File: src/rtl/cfgl_pkg.sv
// Package: field widths and the packed configuration word shared by the
// shifter, the latch and the top. Assumes T, N, M order from MSB to LSB.
package cfgl_pkg;
    localparam int M_W    = 7;
    localparam int N_W    = 2;
    localparam int T_W    = 3;
    localparam int WORD_W = T_W + N_W + M_W;

    typedef struct packed {
        logic [T_W-1:0] t;
        logic [N_W-1:0] n;
        logic [M_W-1:0] m;
    } cfg_word_t;
endpackage

File: src/rtl/cfgl_sync.sv
// Module: multi-bit synchronizer chain of STAGES flops into the clk domain.
// Assumes the bits of one bus change only while their strobe is inactive,
// so per-bit skew across the chain is harmless.
module cfgl_sync #(
    parameter int              W       = 1,
    parameter int              STAGES  = 2,
    parameter logic [W-1:0]    RST_VAL = '0
) (
    input  logic         clk,
    input  logic         rst_n,
    input  logic [W-1:0] d,
    output logic [W-1:0] q
);
    logic [W-1:0] stage [STAGES];

    for (genvar i = 0; i < STAGES; i++) begin : g_stage
        if (i == 0) begin : g_first
            // First flop: capture the raw asynchronous input.
            always_ff @(posedge clk) begin
                if (!rst_n) stage[0] <= RST_VAL;
                else        stage[0] <= d;
            end
        end else begin : g_next
            // Later flops: pass the value one stage along.
            always_ff @(posedge clk) begin
                if (!rst_n) stage[i] <= RST_VAL;
                else        stage[i] <= stage[i-1];
            end
        end
    end

    assign q = stage[STAGES-1];
endmodule

File: src/rtl/cfgl_shifter.sv
// Module: detects rising edges of the synchronized serial clock and shifts
// serial data in MSB first. Assumes the serial clock is much slower than clk.
module cfgl_shifter
    import cfgl_pkg::*;
(
    input  logic      clk,
    input  logic      rst_n,
    input  logic      sclk_s,
    input  logic      sdata_s,
    output cfg_word_t word
);
    logic sclk_prev;
    logic rise;

    assign rise = sclk_s & ~sclk_prev;

    // Remember the previous serial clock level for edge detection.
    always_ff @(posedge clk) begin
        if (!rst_n) sclk_prev <= 1'b0;
        else        sclk_prev <= sclk_s;
    end

    // Shift one data bit in at each detected rising edge.
    always_ff @(posedge clk) begin
        if (!rst_n)    word <= '0;
        else if (rise) word <= cfg_word_t'({word[WORD_W-2:0], sdata_s});
    end

    // without a rising edge the shift register does not move.
    a_r2_hold_without_rise: assert property (@(posedge clk) disable iff (!rst_n)
        !rise |=> $stable(word));

    // after a rising edge the new LSB is the sampled data bit.
    a_r2_lsb_is_data: assert property (@(posedge clk) disable iff (!rst_n)
        rise |=> word[0] == $past(sdata_s));
endmodule

File: src/rtl/cfgl_latch.sv
// Module: emulated transparent latch for the configuration word. Parallel
// strobe (active low) has priority over serial strobe (active high); T is
// written only from the serial word.
module cfgl_latch
    import cfgl_pkg::*;
#(
    parameter int RESET_M = 50
) (
    input  logic           clk,
    input  logic           rst_n,
    input  cfg_word_t      ser_word,
    input  logic           ser_load_s,
    input  logic           par_load_n_s,
    input  logic [M_W-1:0] par_m_s,
    input  logic [N_W-1:0] par_n_s,
    output cfg_word_t      cfg
);
    localparam logic [M_W-1:0] RST_M = M_W'(RESET_M);

    logic par_act;
    logic ser_act;

    assign par_act = ~par_load_n_s;
    assign ser_act = ser_load_s;

    // Follow the active source each clock; hold when no strobe is active.
    always_ff @(posedge clk) begin
        if (!rst_n) begin
            cfg.t <= '0;
            cfg.n <= '0;
            cfg.m <= RST_M;
        end else if (par_act) begin
            cfg.m <= par_m_s;
            cfg.n <= par_n_s;
        end else if (ser_act) begin
            cfg <= ser_word;
        end
    end

    // parallel pins reach the latch one edge after being sampled.
    a_r5_par_tracks: assert property (@(posedge clk) disable iff (!rst_n)
        par_act |=> (cfg.m == $past(par_m_s)) && (cfg.n == $past(par_n_s)));

    // the parallel path never disturbs the test selector.
    a_r7_par_keeps_t: assert property (@(posedge clk) disable iff (!rst_n)
        par_act |=> $stable(cfg.t));

    // serial strobe alone copies the whole shift register.
    a_r3_ser_tracks: assert property (@(posedge clk) disable iff (!rst_n)
        (!par_act && ser_act) |=> cfg == $past(ser_word));

    // with no strobe active the configuration holds.
    a_r4_hold_idle: assert property (@(posedge clk) disable iff (!rst_n)
        (!par_act && !ser_act) |=> $stable(cfg));
endmodule

File: src/rtl/synth_cfg_latch.sv
// Module: top of the configuration word latch. Synchronizes the serial and
// parallel inputs, shifts the serial word, latches the selected source and
// flags a loop divider outside M_LO..M_HI. Assumes rst_n is synchronous.
module synth_cfg_latch
    import cfgl_pkg::*;
#(
    parameter int SYNC_STAGES = 2,
    parameter int RESET_M     = 50,
    parameter int M_LO        = 20,
    parameter int M_HI        = 80
) (
    input  logic           clk,
    input  logic           rst_n,
    input  logic           ser_clk,
    input  logic           ser_data,
    input  logic           ser_load,
    input  logic           par_load_n,
    input  logic [M_W-1:0] par_m,
    input  logic [N_W-1:0] par_n,
    output logic [M_W-1:0] cfg_m,
    output logic [N_W-1:0] cfg_n,
    output logic [T_W-1:0] cfg_t,
    output logic           m_out_of_range
);
    localparam int PAR_W = 1 + M_W + N_W;
    localparam logic [M_W-1:0] LO_M = M_W'(M_LO);
    localparam logic [M_W-1:0] HI_M = M_W'(M_HI);

    logic [2:0]       ser_s;
    logic [PAR_W-1:0] par_s;
    cfg_word_t        ser_word;
    cfg_word_t        cfg;

    cfgl_sync #(.W(3), .STAGES(SYNC_STAGES), .RST_VAL(3'b000)) u_ser_sync (
        .clk   (clk),
        .rst_n (rst_n),
        .d     ({ser_clk, ser_data, ser_load}),
        .q     (ser_s)
    );

    cfgl_sync #(.W(PAR_W), .STAGES(SYNC_STAGES),
                .RST_VAL({1'b1, {(M_W + N_W){1'b0}}})) u_par_sync (
        .clk   (clk),
        .rst_n (rst_n),
        .d     ({par_load_n, par_m, par_n}),
        .q     (par_s)
    );

    cfgl_shifter u_shift (
        .clk     (clk),
        .rst_n   (rst_n),
        .sclk_s  (ser_s[2]),
        .sdata_s (ser_s[1]),
        .word    (ser_word)
    );

    cfgl_latch #(.RESET_M(RESET_M)) u_latch (
        .clk          (clk),
        .rst_n        (rst_n),
        .ser_word     (ser_word),
        .ser_load_s   (ser_s[0]),
        .par_load_n_s (par_s[PAR_W-1]),
        .par_m_s      (par_s[N_W +: M_W]),
        .par_n_s      (par_s[N_W-1:0]),
        .cfg          (cfg)
    );

    assign cfg_m = cfg.m;
    assign cfg_n = cfg.n;
    assign cfg_t = cfg.t;

    // Range flag: loop divider outside the inclusive window.
    always_comb begin
        m_out_of_range = (cfg.m < LO_M) || (cfg.m > HI_M);
    end

    // the cycle after reset the outputs show the reset word.
    a_r1_reset_word: assert property (@(posedge clk)
        !rst_n |=> (cfg_m == M_W'(RESET_M)) && (cfg_n == '0) && (cfg_t == '0));
endmodule

File: config.mk
export PLATFORM = sky130hd
export DESIGN_NAME = synth_cfg_latch
export DESIGN_NICKNAME = d
export VERILOG_FILES = /design/src/rtl/cfgl_pkg.sv /design/src/rtl/cfgl_sync.sv /design/src/rtl/cfgl_shifter.sv /design/src/rtl/cfgl_latch.sv /design/src/rtl/synth_cfg_latch.sv
export SDC_FILE = /design/constraint.sdc
export NUM_CORES = 1
export LEC_CHECK = 0
export BUFFER_PORTS_ARGS = -buffer_cell sky130_fd_sc_hd__buf_2
export CORE_MARGIN = 2
export CORE_UTILIZATION = 54
export CTS_CLUSTER_DIAMETER = 100
export DETAILED_ROUTE_END_ITERATION = 6
export GPL_TIMING_DRIVEN = 0
export PLACE_DENSITY = 0.77
export SLEW_MARGIN = 20
export SYNTH_ARGS = -nofsm -noshare
export SYNTH_HDL_FRONTEND = slang
export SYNTH_SLANG_ARGS = --single-unit
File: constraint.sdc
create_clock -name clk -period 1.1 [get_ports clk]
set_input_delay 0.22 -clock clk [delete_from_list [all_inputs] [get_ports clk]]
set_output_delay 0.22 -clock clk [all_outputs]
set_load 0.1 [all_outputs]
==> results_dict.tcl <==
set metrics [dict create \
    relSlewSlack_pct 74.5 \
    maxCapViolations 0 \
    synth_most_common_cell "dfxtp_1" \
    avgRoutedWirePerCell_um 12.5 \
    overflow 0 \
    grt_use_total_pct 20.0 \
    rows 20 \
    slew_viol_final 0 \
    synth_fp_nets 183 \
    num_vias 1198 \
    hp-start "par_load_n" \
    worst_pin_slew_ps 382 \
    end_kind "output pin" \
    max_freq_mhz 593 \
    die_h_um 60.7 \
    fillers 218 \
    leakage_nw 0.991 \
    initial_core_util_pct 56.9 \
    antennaDiodeCount 0 \
    synth-seq-cells 51 \
    place_area_um2 1980 \
    setup_ws_ps -586 \
    synth_top_area_share_pct 58.8 \
    nets 219 \
    seq_area_frac_synth_pct 58.8 \
    drtIter0Drc 35 \
    crit_type "reg -> out" \
    antenna_found_initial 0 \
    insertion_delay_ps 370 \
    yosysTopAreaCell "dfxtp_1" \
    core_um2 3050 \
    cp_max_fo 2 \
    rsz0062_at_grt "yes" \
    port_buffers 27 \
    synth_ff_type "dfxtp_1" \
    drc 0 \
    postSynthCellCount 168 \
    syn_avg_cell_area_um2 10.3 \
    via_per_inst 4.81 \
    worstPathRequired_ps 880 \
    synth-edff-count 0 \
    dp_cells 239 \
    wirelength_um 3110 \
    min-delay-path-class "in -> reg" \
    hpwl_um 2110 \
    syn_area_um2 1740 \
    design_area_um2 2290 \
    violations "negative setup slack" \
    crit_arrival_ps 1470 \
    cts_hold_buf 0 \
    dieArea_um2 3690 \
    max-vdd-ir-drop_v 0.000976 \
    powerDensity_nw_per_um2 1430 \
    grt_pass1_vias 1199 \
    status "finished, violations left" \
    final-hold-violation-count 0 \
    finalCritPeriodShare_pct 153 \
    skew_ps 6.46 \
    startpoint "u_latch.cfg[0]$_SDFFE_PN0P_" \
    ys_top_cells_by_count "dfxtp_1 (51), nand2_1 (37), and2_1 (25)" \
    die_w_um 60.7 \
    finalWeightedCongestion 0.731 \
    syn2layout_area_growth_pct 31.8 \
    tritoncts "yes" \
    totalPowerFinal_mw 3.28 \
    io_pins 28 \
    synth_warnings 0 \
    max-clock-path-buffers 2 \
    yosys-top-cells-area "dfxtp_1 (59%), and2_1 (9.0%), nand2_1 (8.0%), mux2i_1 (5.2%), a21boi_1 (4.3%)" \
    firstDrtPassIters 4 \
    grt_max_degree 17 \
    cts_root_buf "clkbuf_4" \
    drive_above_1_share_pct 29.8 \
    ys_types 20 \
    grt_pass1_wl_um 5260 \
    final_util_pct 75.0 \
    r2r_start "u_ser_sync.stage[1][0]$_SDFF_PN0_" \
    cts_num_sinks 51 \
    stdcell_count 249 \
    clkTransAtPathRegs_ps 140 \
    htreeDepth 2 \
    tns_ps -1380 \
    regArea_um2 1060 \
    final_antenna_net_count 0 \
    timing.final.crit_period_ps 1690 \
    multiInputGateArea_um2 707 \
    synthArstFlopShare_pct 0 \
    cts_made_buffers 5 \
    critPathLaunchType "flop" \
    setup_violations 13 \
]
==> sequential cells by signal, summed over array words and instances (netlist names) <==
register	flops
u_shift.sclk_prev	1
u_par_sync.stage	20
u_ser_sync.stage	6
u_shift.word	12
u_latch.cfg	12
==> metrics by stage <==
stage | setup WS [ps] | hold WS [ps]
after detailed placement | -327 | 400
final | -586 | 19.9
after floorplan | -435 | 293
after CTS | -600 | 8.24
after global placement | -288 | 392
after global routing | -650 | 10.6
==> area by class of cell <==
| cell class | instances | area share, % |
|---|---|---|
| Sequential cell | 51 | 46.2 |
| Multi-Input combinational cell | 106 | 30.9 |
| Timing Repair Buffer | 29 | 14.9 |
| Buffer | 10 | 3.06 |
| Tap cell | 44 | 2.40 |
| Clock buffer | 6 | 1.80 |
| Clock inverter | 2 | 0.656 |
| Inverter | 1 | 0.164 |
==> path summary, 6_finish.rpt <==
path	endpoint	depth (start not counted)	slack, ps
worst min register to register	u_par_sync.stage[1][9]$_SDFF_PN1_	1	430
worst max register to register	u_latch.cfg[5]$_SDFFE_PN1P_	3	30
worst min-delay path	u_par_sync.stage[0][9]$_SDFF_PN1_	2	20
worst max-delay path	m_out_of_range	3	-590
==> layout by cell type (no fill, tap or decap), drive strengths merged <==
cell type,synthesis,layout
o41ai,1,1
nand2b,3,3
a31oi,1,1
mux2i,9,9
a21oi,1,1
buf,6,33
nand3,3,3
clkbuf,4,12
inv,1,3
nand2,37,37
mux2,3,3
o21ai,1,1
a21boi,15,15
dfxtp,51,51
and2b,1,1
o211a,6,6
and2,25,25
==> per-layer routing <==
metal  GRT usage [%]  up-vias  share of wire [%]
met2            31.2       36                 49
met3            7.68       13                5.5
met5               0        -                  0
met1            24.0      531                 43
met4            10.2        0                3.1
li1                -      618                  -
==> critical path, stage by stage, from the launching register on <==
cell and delay (ps):
dfxtp_4 380, o41ai_4 390, a31oi_4 130, buf_8 190
==> where the power goes <==
group	leakage (nW)	total (mW)	switching, mW	internal, mW
Clock	0.0332	0.837	0.575	0.262
Combinational	0.534	0.485	0.281	0.205
Sequential	0.424	1.95	0.0475	1.91
Total	0.991	3.28	0.903	2.37
==> kinds of logic after synthesis <==
kind of cell / count (synthesis) / share of synthesized area, %
flops: 51 / 58.8
buf+inv: 11 / 3.31
mux: 12 / 7.13
simple gates: 69 / 19.4
compound gates: 25 / 11.4
==> what timing repair did <==
| item | 4_1_cts | 5_1_grt |
|---|---|---|
| setup endpoints to repair | 20 | 25 |
| gates resized for setup | 54 | 9 |
| setup buffers | 2 | 0 |
| endpoints found under the hold margin | 0 | 0 |
Note: power is estimated with default switching activity, not from simulation.
